<file path="src/rtl/mdio_pkg.sv">
package mdio_pkg;
  localparam int AW        = 5;
  localparam int DW        = 16;
  localparam int FRAME_LEN = 64;
  localparam int TA_POS    = 46;
  localparam int DATA_POS  = 48;

  localparam logic [7:0] OFS_MODE  = 8'h40;
  localparam logic [7:0] OFS_ADDR  = 8'h44;
  localparam logic [7:0] OFS_WDATA = 8'h48;
  localparam logic [7:0] OFS_RDATA = 8'h4C;
  localparam logic [7:0] OFS_CMD   = 8'h50;

  localparam int CMD_GO_BIT   = 8;
  localparam int CMD_BUSY_BIT = 16;
  localparam int MODE_SEL_BIT = 8;

  typedef struct packed {
    logic          is_read;
    logic [AW-1:0] phy;
    logic [AW-1:0] regn;
    logic [DW-1:0] wdata;
  } mdio_req_t;

  function automatic logic [FRAME_LEN-1:0] c22_frame(input mdio_req_t r);
    logic [1:0]    op;
    logic [1:0]    ta;
    logic [DW-1:0] payload;
    op      = r.is_read ? 2'b10 : 2'b01;
    ta      = r.is_read ? 2'b11 : 2'b10;
    payload = r.is_read ? {DW{1'b1}} : r.wdata;
    return {32'hFFFF_FFFF, 2'b01, op, r.phy, r.regn, ta, payload};
  endfunction
endpackage

</file>
<file path="src/rtl/mdio_clkdiv.sv">
module mdio_clkdiv #(
  parameter int DIV_HALF = 20
) (
  input  logic clk,
  input  logic rst_n,
  input  logic run,
  output logic mdc,
  output logic rise_ev,
  output logic fall_ev
);
  localparam int CW = (DIV_HALF > 1) ? $clog2(DIV_HALF) : 1;

  logic [CW-1:0] cnt;
  logic          tick;

  assign tick    = run && (cnt == CW'(DIV_HALF - 1));
  assign rise_ev = tick && !mdc;
  assign fall_ev = tick && mdc;

  always_ff @(posedge clk or negedge rst_n) begin
    if (!rst_n) begin
      cnt <= '0;
      mdc <= 1'b0;
    end else if (!run) begin
      cnt <= '0;
      mdc <= 1'b0;
    end else if (tick) begin
      cnt <= '0;
      mdc <= ~mdc;
    end else begin
      cnt <= cnt + 1'b1;
    end
  end

  p_mdc_idle_low_r3: assert property (@(posedge clk) disable iff (!rst_n)
    !run |=> !mdc);
  p_mdc_rise_r3: assert property (@(posedge clk) disable iff (!rst_n)
    rise_ev |=> mdc);
endmodule

</file>
<file path="src/rtl/mdio_engine.sv">
module mdio_engine
  import mdio_pkg::*;
#(
  parameter int DIV_HALF = 20
) (
  input  logic          clk,
  input  logic          rst_n,
  input  logic          start,
  input  mdio_req_t     req,
  input  logic          mdio_i,
  output logic          busy,
  output logic          mdc,
  output logic          mdio_o,
  output logic          mdio_oe,
  output logic [DW-1:0] rd_word
);
  localparam int BW = $clog2(FRAME_LEN);

  mdio_req_t      req_q;
  logic           active;
  logic [BW-1:0]  bitidx;
  logic [DW-1:0]  shreg;
  logic           rise_ev, fall_ev;
  logic           last_bit, frame_done, accept, sample_now;
  logic [FRAME_LEN-1:0] frame;

  mdio_clkdiv #(.DIV_HALF(DIV_HALF)) u_div (
    .clk(clk), .rst_n(rst_n), .run(active),
    .mdc(mdc), .rise_ev(rise_ev), .fall_ev(fall_ev)
  );

  assign frame      = c22_frame(req_q);
  assign accept     = start && !active;
  assign last_bit   = (bitidx == BW'(FRAME_LEN - 1));
  assign frame_done = active && fall_ev && last_bit;
  assign sample_now = active && rise_ev && req_q.is_read && (bitidx >= BW'(DATA_POS));

  always_ff @(posedge clk or negedge rst_n) begin
    if (!rst_n) begin
      active <= 1'b0;
      req_q  <= '0;
      bitidx <= '0;
    end else if (accept) begin
      active <= 1'b1;
      req_q  <= req;
      bitidx <= '0;
    end else if (active && fall_ev) begin
      if (last_bit) active <= 1'b0;
      else          bitidx <= bitidx + 1'b1;
    end
  end

  always_ff @(posedge clk or negedge rst_n) begin
    if (!rst_n) begin
      shreg   <= '0;
      rd_word <= '0;
    end else begin
      if (sample_now) shreg <= {shreg[DW-2:0], mdio_i};
      if (frame_done && req_q.is_read) rd_word <= shreg;
    end
  end

  assign busy    = active;
  assign mdio_o  = active ? frame[BW'(FRAME_LEN - 1) - bitidx] : 1'b1;
  assign mdio_oe = active && !(req_q.is_read && (bitidx >= BW'(TA_POS)));

  p_oe_needs_frame_r10: assert property (@(posedge clk) disable iff (!rst_n)
    mdio_oe |-> active);
  p_start_ignored_r7: assert property (@(posedge clk) disable iff (!rst_n)
    (start && active) |=> $stable(req_q) && active);
  p_bit_step_r4: assert property (@(posedge clk) disable iff (!rst_n)
    (active && fall_ev && !last_bit) |=> bitidx == $past(bitidx) + 1'b1);
  p_read_release_r6: assert property (@(posedge clk) disable iff (!rst_n)
    (sample_now) |-> !mdio_oe);
  p_rdata_hold_r5: assert property (@(posedge clk) disable iff (!rst_n)
    !(frame_done && req_q.is_read) |=> $stable(rd_word));
endmodule

</file>
<file path="src/rtl/mdio_master.sv">
module mdio_master
  import mdio_pkg::*;
#(
  parameter int DIV_HALF = 20
) (
  input  logic        clk,
  input  logic        rst_n,
  input  logic        bus_wen,
  input  logic [7:0]  bus_waddr,
  input  logic [31:0] bus_wdata,
  input  logic [7:0]  bus_raddr,
  output logic [31:0] bus_rdata,
  output logic        mdc,
  input  logic        mdio_i,
  output logic        mdio_o,
  output logic        mdio_oe
);
  logic          mode_sel;
  logic [AW-1:0] phy_q, regn_q;
  logic [DW-1:0] wdata_q;
  logic [DW-1:0] rd_word;
  logic          busy;
  logic          start_req;
  mdio_req_t     req;

  assign start_req = bus_wen && (bus_waddr == OFS_CMD) && bus_wdata[CMD_GO_BIT];
  assign req = '{is_read: !bus_wdata[0], phy: phy_q, regn: regn_q, wdata: wdata_q};

  always_ff @(posedge clk or negedge rst_n) begin
    if (!rst_n) begin
      mode_sel <= 1'b0;
      phy_q    <= '0;
      regn_q   <= '0;
      wdata_q  <= '0;
    end else if (bus_wen) begin
      case (bus_waddr)
        OFS_MODE:  mode_sel <= bus_wdata[MODE_SEL_BIT];
        OFS_ADDR: begin
          phy_q  <= bus_wdata[8 +: AW];
          regn_q <= bus_wdata[0 +: AW];
        end
        OFS_WDATA: wdata_q <= bus_wdata[DW-1:0];
        default: ;
      endcase
    end
  end

  always_comb begin
    bus_rdata = '0;
    case (bus_raddr)
      OFS_MODE:  bus_rdata[MODE_SEL_BIT] = mode_sel;
      OFS_ADDR:  begin
        bus_rdata[8 +: AW] = phy_q;
        bus_rdata[0 +: AW] = regn_q;
      end
      OFS_WDATA: bus_rdata[DW-1:0] = wdata_q;
      OFS_RDATA: bus_rdata[DW-1:0] = rd_word;
      OFS_CMD:   bus_rdata[CMD_BUSY_BIT] = busy;
      default: ;
    endcase
  end

  mdio_engine #(.DIV_HALF(DIV_HALF)) u_eng (
    .clk(clk), .rst_n(rst_n), .start(start_req), .req(req), .mdio_i(mdio_i),
    .busy(busy), .mdc(mdc), .mdio_o(mdio_o), .mdio_oe(mdio_oe), .rd_word(rd_word)
  );

  p_busy_after_start_r2: assert property (@(posedge clk) disable iff (!rst_n)
    (start_req && !busy) |=> busy);
  p_mdc_low_idle_r3: assert property (@(posedge clk) disable iff (!rst_n)
    !busy |-> !mdc);
endmodule

</file>
<file path="config.mk">
export PLATFORM = sky130hd
export DESIGN_NAME = mdio_master
export DESIGN_NICKNAME = d
export VERILOG_FILES = /design/src/rtl/mdio_pkg.sv /design/src/rtl/mdio_clkdiv.sv /design/src/rtl/mdio_engine.sv /design/src/rtl/mdio_master.sv
export SDC_FILE = /design/constraint.sdc
export NUM_CORES = 1
export LEC_CHECK = 0
export BUFFER_PORTS_ARGS = -buffer_cell sky130_fd_sc_hd__buf_2
export CAP_MARGIN = 25
export CORE_ASPECT_RATIO = 1.2
export CORE_MARGIN = 2
export CORE_UTILIZATION = 50
export DETAILED_ROUTE_END_ITERATION = 8
export MAX_ROUTING_LAYER = met4
export PLACE_DENSITY = 0.75
export SLEW_MARGIN = 25
export SYNTH_ARGS = -nofsm -noshare
export SYNTH_HDL_FRONTEND = slang
export SYNTH_HIERARCHICAL = 1
export SYNTH_SLANG_ARGS = --single-unit
</file>
<file path="constraint.sdc">
create_clock -name clk -period 1.9 [get_ports clk]
set_clock_uncertainty 0.1 [all_clocks]
set_input_delay 0.19 -clock clk [delete_from_list [all_inputs] [get_ports clk]]
set_output_delay 0.19 -clock clk [all_outputs]
set_load 0.02 [all_outputs]
</file>
======== Word level (Yosys, flattened, before mapping) ========
Cells that the tools add are included.
cells by class
  add/subtract/negate cells ............... 3
  divide/modulo/power cells ............... 0
  multiply operators ...................... 0
  bitwise operators ....................... 1
  equal/unequal tests ..................... 13
  shift operators ......................... 0
  $lt $le $gt $ge ......................... 3
  reductions and logical operators ........ 25
  multiplexer cells ....................... 22
operators by type and width
  operator               count
  $eq A8 B7 Y1 const B   9
  $mux W6                3
  $mux W16               1
  $pmux W5 S3            1
  $logic_and A1 B1 Y1    14
  $ge A6 B6 Y1 const B   2
  $pmux W3 S2            2
  $pmux W4 S3            1
  $mux W5                2
  $reduce_and A2 Y1      5
  $mux W1                9
  $lt A6 B7 Y1 const B   1
  $add A6 B1 Y6 const B  1
  $bmux W1 S6            1
  $eq A6 B6 Y1 const B   1
  $sub A6 B6 Y6 const A  1
  $add A5 B1 Y5 const B  1
  $eq A5 B5 Y1 const B   1
  $logic_not A1 Y1       4
  $ne A2 B2 Y1 const B   2
  $pmux W1 S4            1
  $reduce_bool A2 Y1     2
  $mux W2                1
  $not A1 Y1             1
storage, ports and cells
  latch bits .............................. 0
  word-level logic and storage cells ...... 81
  bits in writable memories ............... 0
  bits in read-only memories .............. 0
  input bits .............................. 52
  memories kept ........................... 0
  bits in registers ....................... 99
  output and inout port bits .............. 35

======== Longest topological paths before layout ========
  word-level depth ........................ 6
  mapped depth ............................ 8
  gate-level depth less buffers ........... 7

======== By module ========
Netlist, hierarchy kept.
modules (own cells, without submodules)
  module       area each (um2)  seq. area each (um2)  instances  cells an instance
  mdio_engine  2954.1           1651.6                1          193
  mdio_master  1689.1           675.6                 1          138
  mdio_clkdiv  306.5            150.1                 1          29

======== Worst setup path before layout ========
OpenSTA, ideal clock, no wires.
  path type ............................... register -> register
  from .................................... register u_eng.u_div.cnt[0]
  to ...................................... register u_eng.rd_word[10]
  buffers on the path ..................... 1
  stages on the path, launching flop included .. 8
  period minus slack after synthesis ...... 2.003 ns
  data arrival time ....................... 1.778 ns
  slack ................................... -0.103 ns
  required time ........................... 1.675 ns
  setup time .............................. 0.125 ns
  cells stage by stage .................... dfrtp_1 -> ha_1 -> and4bb_2 -> and3_2 -> nand3_2 -> nor2_4 -> buf_8 -> mux2_4
between the ends
  longest elaborated chain between the ends .. 6
ends and longest elaborated chain
  element                           line               source
  start, declared                   mdio_clkdiv.sv:13  logic [CW-1:0] cnt;
  start signal, assigned            mdio_clkdiv.sv:31  cnt <= cnt + 1'b1;
  $eq A5 B5 Y1                      mdio_clkdiv.sv:16  assign tick = run && (cnt == CW'(DIV_HALF - 1));
  $logic_and A1 B1 Y1               mdio_clkdiv.sv:16
  $logic_and A1 B1 Y1               mdio_clkdiv.sv:18  assign fall_ev = tick && mdc;
  net u_eng.fall_ev                 mdio_engine.sv:23  logic rise_ev, fall_ev;
  $logic_and A1 B1 Y1 (2 in a row)  mdio_engine.sv:35  assign frame_done = active && fall_ev && last_bit;
  $logic_and A1 B1 Y1               mdio_engine.sv:59  if (frame_done && req_q.is_read) rd_word <= shreg;
  end signal, assigned              mdio_engine.sv:59
  end, declared                     mdio_engine.sv:15  output logic [DW-1:0] rd_word
The timed path passes the listed nets, and every way through them passes these cells.
A chain may end at the register's enable or synchronous reset.

======== Final worst setup path ========
  from .................................... register u_eng.bitidx[0]
  to ...................................... output mdio_o
between the ends
  longest elaborated chain between the ends .. 4
ends and longest elaborated chain
  element                        line               source
  start, declared                mdio_engine.sv:21  logic [BW-1:0] bitidx;
  start signal, assigned         mdio_engine.sv:49  else bitidx <= bitidx + 1'b1;
  $sub A6 B6 Y6                  mdio_engine.sv:64  assign mdio_o = active ? frame[BW'(FRAME_LEN - 1) - bitidx] : 1'b1;
  $bmux W1 S6                    mdio_engine.sv:64
  $mux W1 (not written as such)  mdio_engine.sv:64
  $mux W1                        mdio_engine.sv:64
  end, declared                  mdio_master.sv:15  output logic mdio_o,
No other way between the ends. The select of a mux whose other input is x is not followed.

==> reports/results.ini <==
[grt]
track_usage_pct=22.0
grt_pass1_vias=3372
busiest_layer=met2
met1_usage_pct=27.5
grtUsageMet3_pct=3.53
grt.overflow.total=0
use_met2_pct=36.0
antenna_found_initial=0
grt_pass1_wl_um=17500
grt_max_degree=47

[layout]
design_area_um2=6200
finalNetCount=519
areaGrowthSynthToFinish_pct=25.3
num_antenna_cells=0
fillers=728
layout-drive-gt1-share_pct=51.5
layout.cells.non_filler=591
final_core_util_pct=64.8

[yosys]
syn_area_per_cell_um2=13.7
muxShareOfSynthArea_pct=29.6
synth_fa_ha_area_share_pct=0.758
synth_top_family_by_area=multiplexers
synth-seq-cells=99
yosys.area_share.simple_pct=9.88
yosys.area.top_type=dfrtp_1
syn_area_um2=4950
async_flop_share_pct=100
synthFlopType=dfrtp_1
synth_warnings=6
synth-compound-area-share_pct=3.56
synth_most_common_cell=dfrtp_1
synthXorXnorAreaFrac_pct=1.06
ys_seq_area_share_pct=50.1
synth_edf_count=0
synthTopCellsByArea=dfrtp_1 (50%), mux2_2 (15%), mux2_4 (9.1%)
syn_inst=360
ys_types=54
synth_top_cell_area_share_pct=50.1
synth.top_cells.by_count=dfrtp_1 (99), mux2_2 (65), mux2_4 (30)

[run_status]
status=complete, but fails checks
violations=setup timing

[place]
gp_congestion=0.839
io_buffer_count=55
place_ws_ns=-0.255
dp_hpwl_um=7290
place_area_um2=5520
dp_cells=554

[critical_path]
worst_ep_arrival_time_ns=2.05
path_cells=buf_6 > mux4_2 > mux2i_1 > nand4_1 > and3_4 > buf_6
startpoint=u_eng/bitidx[0]$_DFFE_PN0P_
slowest_stage=mux4_2
start_kind=flop
worstPathRequired_ns=1.61
crit_buf_inv=2
r2r-end=u_eng/rd_word[12]$_DFFE_PN0P_
cp_top_family=multiplexers
crit_type=flop to output port
r2r_setup_slack_ns=-0.16
path_depth=6
r2r-start=u_eng/bitidx[0]$_DFFE_PN0P_
slowest_delay_ns=0.50
r2r_cells=9
cp-end-kind=output port
cpMostUsedCell=buf_6
path_max_fanout=6

[hold_path]
hold_path_end=regn_q[4]$_DFFE_PN0P_
hold_path_depth=2
hp-start=bus_wdata[4]
worst_hold_path_type=primary input to flop

[power]
pwr_density_cell_nw_per_um2=740
p_leak_nw=3.07
power_mw=4.59
vdd_drop_max_mv=0.498

[clock_tree]
clkSinkCount=99
htreeDepth=3
clkTransAtPathRegs_ns=0.07
cts_buffers=9
tritoncts=built
clockBufferDepth=2
clkLatencyLatePin_ns=0.34
clockRootBuffer=clkbuf_16

[die]
io_pins=87
row_count=39
start_util_pct=51.8
die_x_um=94.8
core_um2=9560
die_h_um=113
die_area_um2=10700

[route]
drt_iter0_drc=205
routedWlPerCell_um=18.1
final_antenna_net_count=0
dr.pass1.iters=4
viasPerCell=5.50
wirelength_um=10700
num_vias=3248
drc=0

[sta]
period_minus_slack_ns=2.34
rsz0062_at_grt=true
whs_ns=0.00832
worst_slack_ns=-0.436
fin_setup_tns_ns=-3.01
slew_violations=0
fmax_mhz=428
finalSetupViolations=19
hold_viol=0
post-route-period-util_pct=123

[run]
drv_cap=0

==> power by group <==
part           leakage [nW]  internal [mW]  switching [mW]
Sequential             1.34           2.15          0.0423
Clock                 0.159           1.28           0.753
Combinational          1.57          0.180           0.193
==> per-layer routing <==
layer | routed length (um) | vias to the layer above | share of wire, %
met5 | 0 | - | 0
met4 | 191 | 0 | 1.8
met3 | 416 | 14 | 3.9
li1 | - | 1467 | -
met1 | 4430 | 1687 | 41
met2 | 5640 | 80 | 53
==> worst max-delay path by stage <==
stage                                          to  slack, ns
floorplan           u_eng/rd_word[10]$_DFFE_PN0P_      -0.06
global placement                           mdio_o      -0.21
detailed placement                         mdio_o      -0.25
CTS                                        mdio_o      -0.44
global route                               mdio_o      -0.53
finish                                     mdio_o      -0.44
==> placed cells by master (no fill, tap or decap), drive strengths merged, types with 2 or more instances in the layout <==
cell         netlist  layout
a21oi              5       5
a22oi              9       9
and2               3       3
and3               3       3
buf               31      97
bufinv             0       3
clkbuf             1      11
conb               1      15
dfrtp             99      99
dlygate4sd3        0      13
ha                 3       3
inv                3       3
mux2              95      95
mux2i             13      13
mux4               6       6
nand2             15      15
nand3              5       5
nand3b             3       3
nand4              4       4
nand4b             2       2
nor2              25      25
nor2b              4       4
nor3b              3       3
nor4               2       2
or2b               2       2
or4                2       2
xnor2              5       5
==> final cells by class <==
| type | count | area [um^2] | share of cell area (%) |
|---|---|---|---|
| well taps | 123 | 154 | 2.48 |
| repair buffers | 111 | 830 | 13.4 |
| multi-input cells | 240 | 2400 | 38.7 |
| flip-flops and latches | 99 | 2480 | 40.0 |
| inverters | 3 | 11.3 | 0.182 |
| clock inverters | 5 | 103 | 1.65 |
| clock buffers | 10 | 229 | 3.69 |
==> state kept, by name (all words and copies together), names as in the netlist <==
signal	cells
mode_sel	1
phy_q	5
regn_q	5
u_eng/bitidx	6
u_eng/busy	1
u_eng/frame	10
u_eng/rd_word	16
u_eng/req_q	17
u_eng/shreg	16
u_eng/u_div/cnt	5
u_eng/u_div/mdc	1
wdata_q	16
==> kinds of logic (layout without fill, tap and decap cells) <==
kind of cell / Yosys count / count (layout)
multiplexers: 114 / 114
flip-flops: 99 / 99
AND/OR/NAND/NOR: 78 / 78
buffers and inverters: 35 / 129
AO/OA/AOI/OAI: 24 / 24
XOR/XNOR: 6 / 6
adder cells (fa/ha/maj): 3 / 3
other: 1 / 15
==> timing repair <==
item | in CTS | in global routing
endpoints found under the setup margin | 24 | 52
hold buffers | 13 | 0
hold endpoints to repair | 47 | 0
pin swaps | 12 | 5
gates cloned | 1 | 0
buffers inserted | 8 | 4
gates resized for setup | 28 | 14
==> worst reg2reg max path, stage by stage (launching register included) <==
cell	delay [ns]
dfrtp_2	0.42
buf_6	0.15
buf_6	0.09
buf_6	0.09
ha_4	0.13
and3_4	0.20
nand3_4	0.08
nor2_4	0.19
clkbuf_16	0.21
mux2_4	0.30
Power figures use the tool's default switching activity.
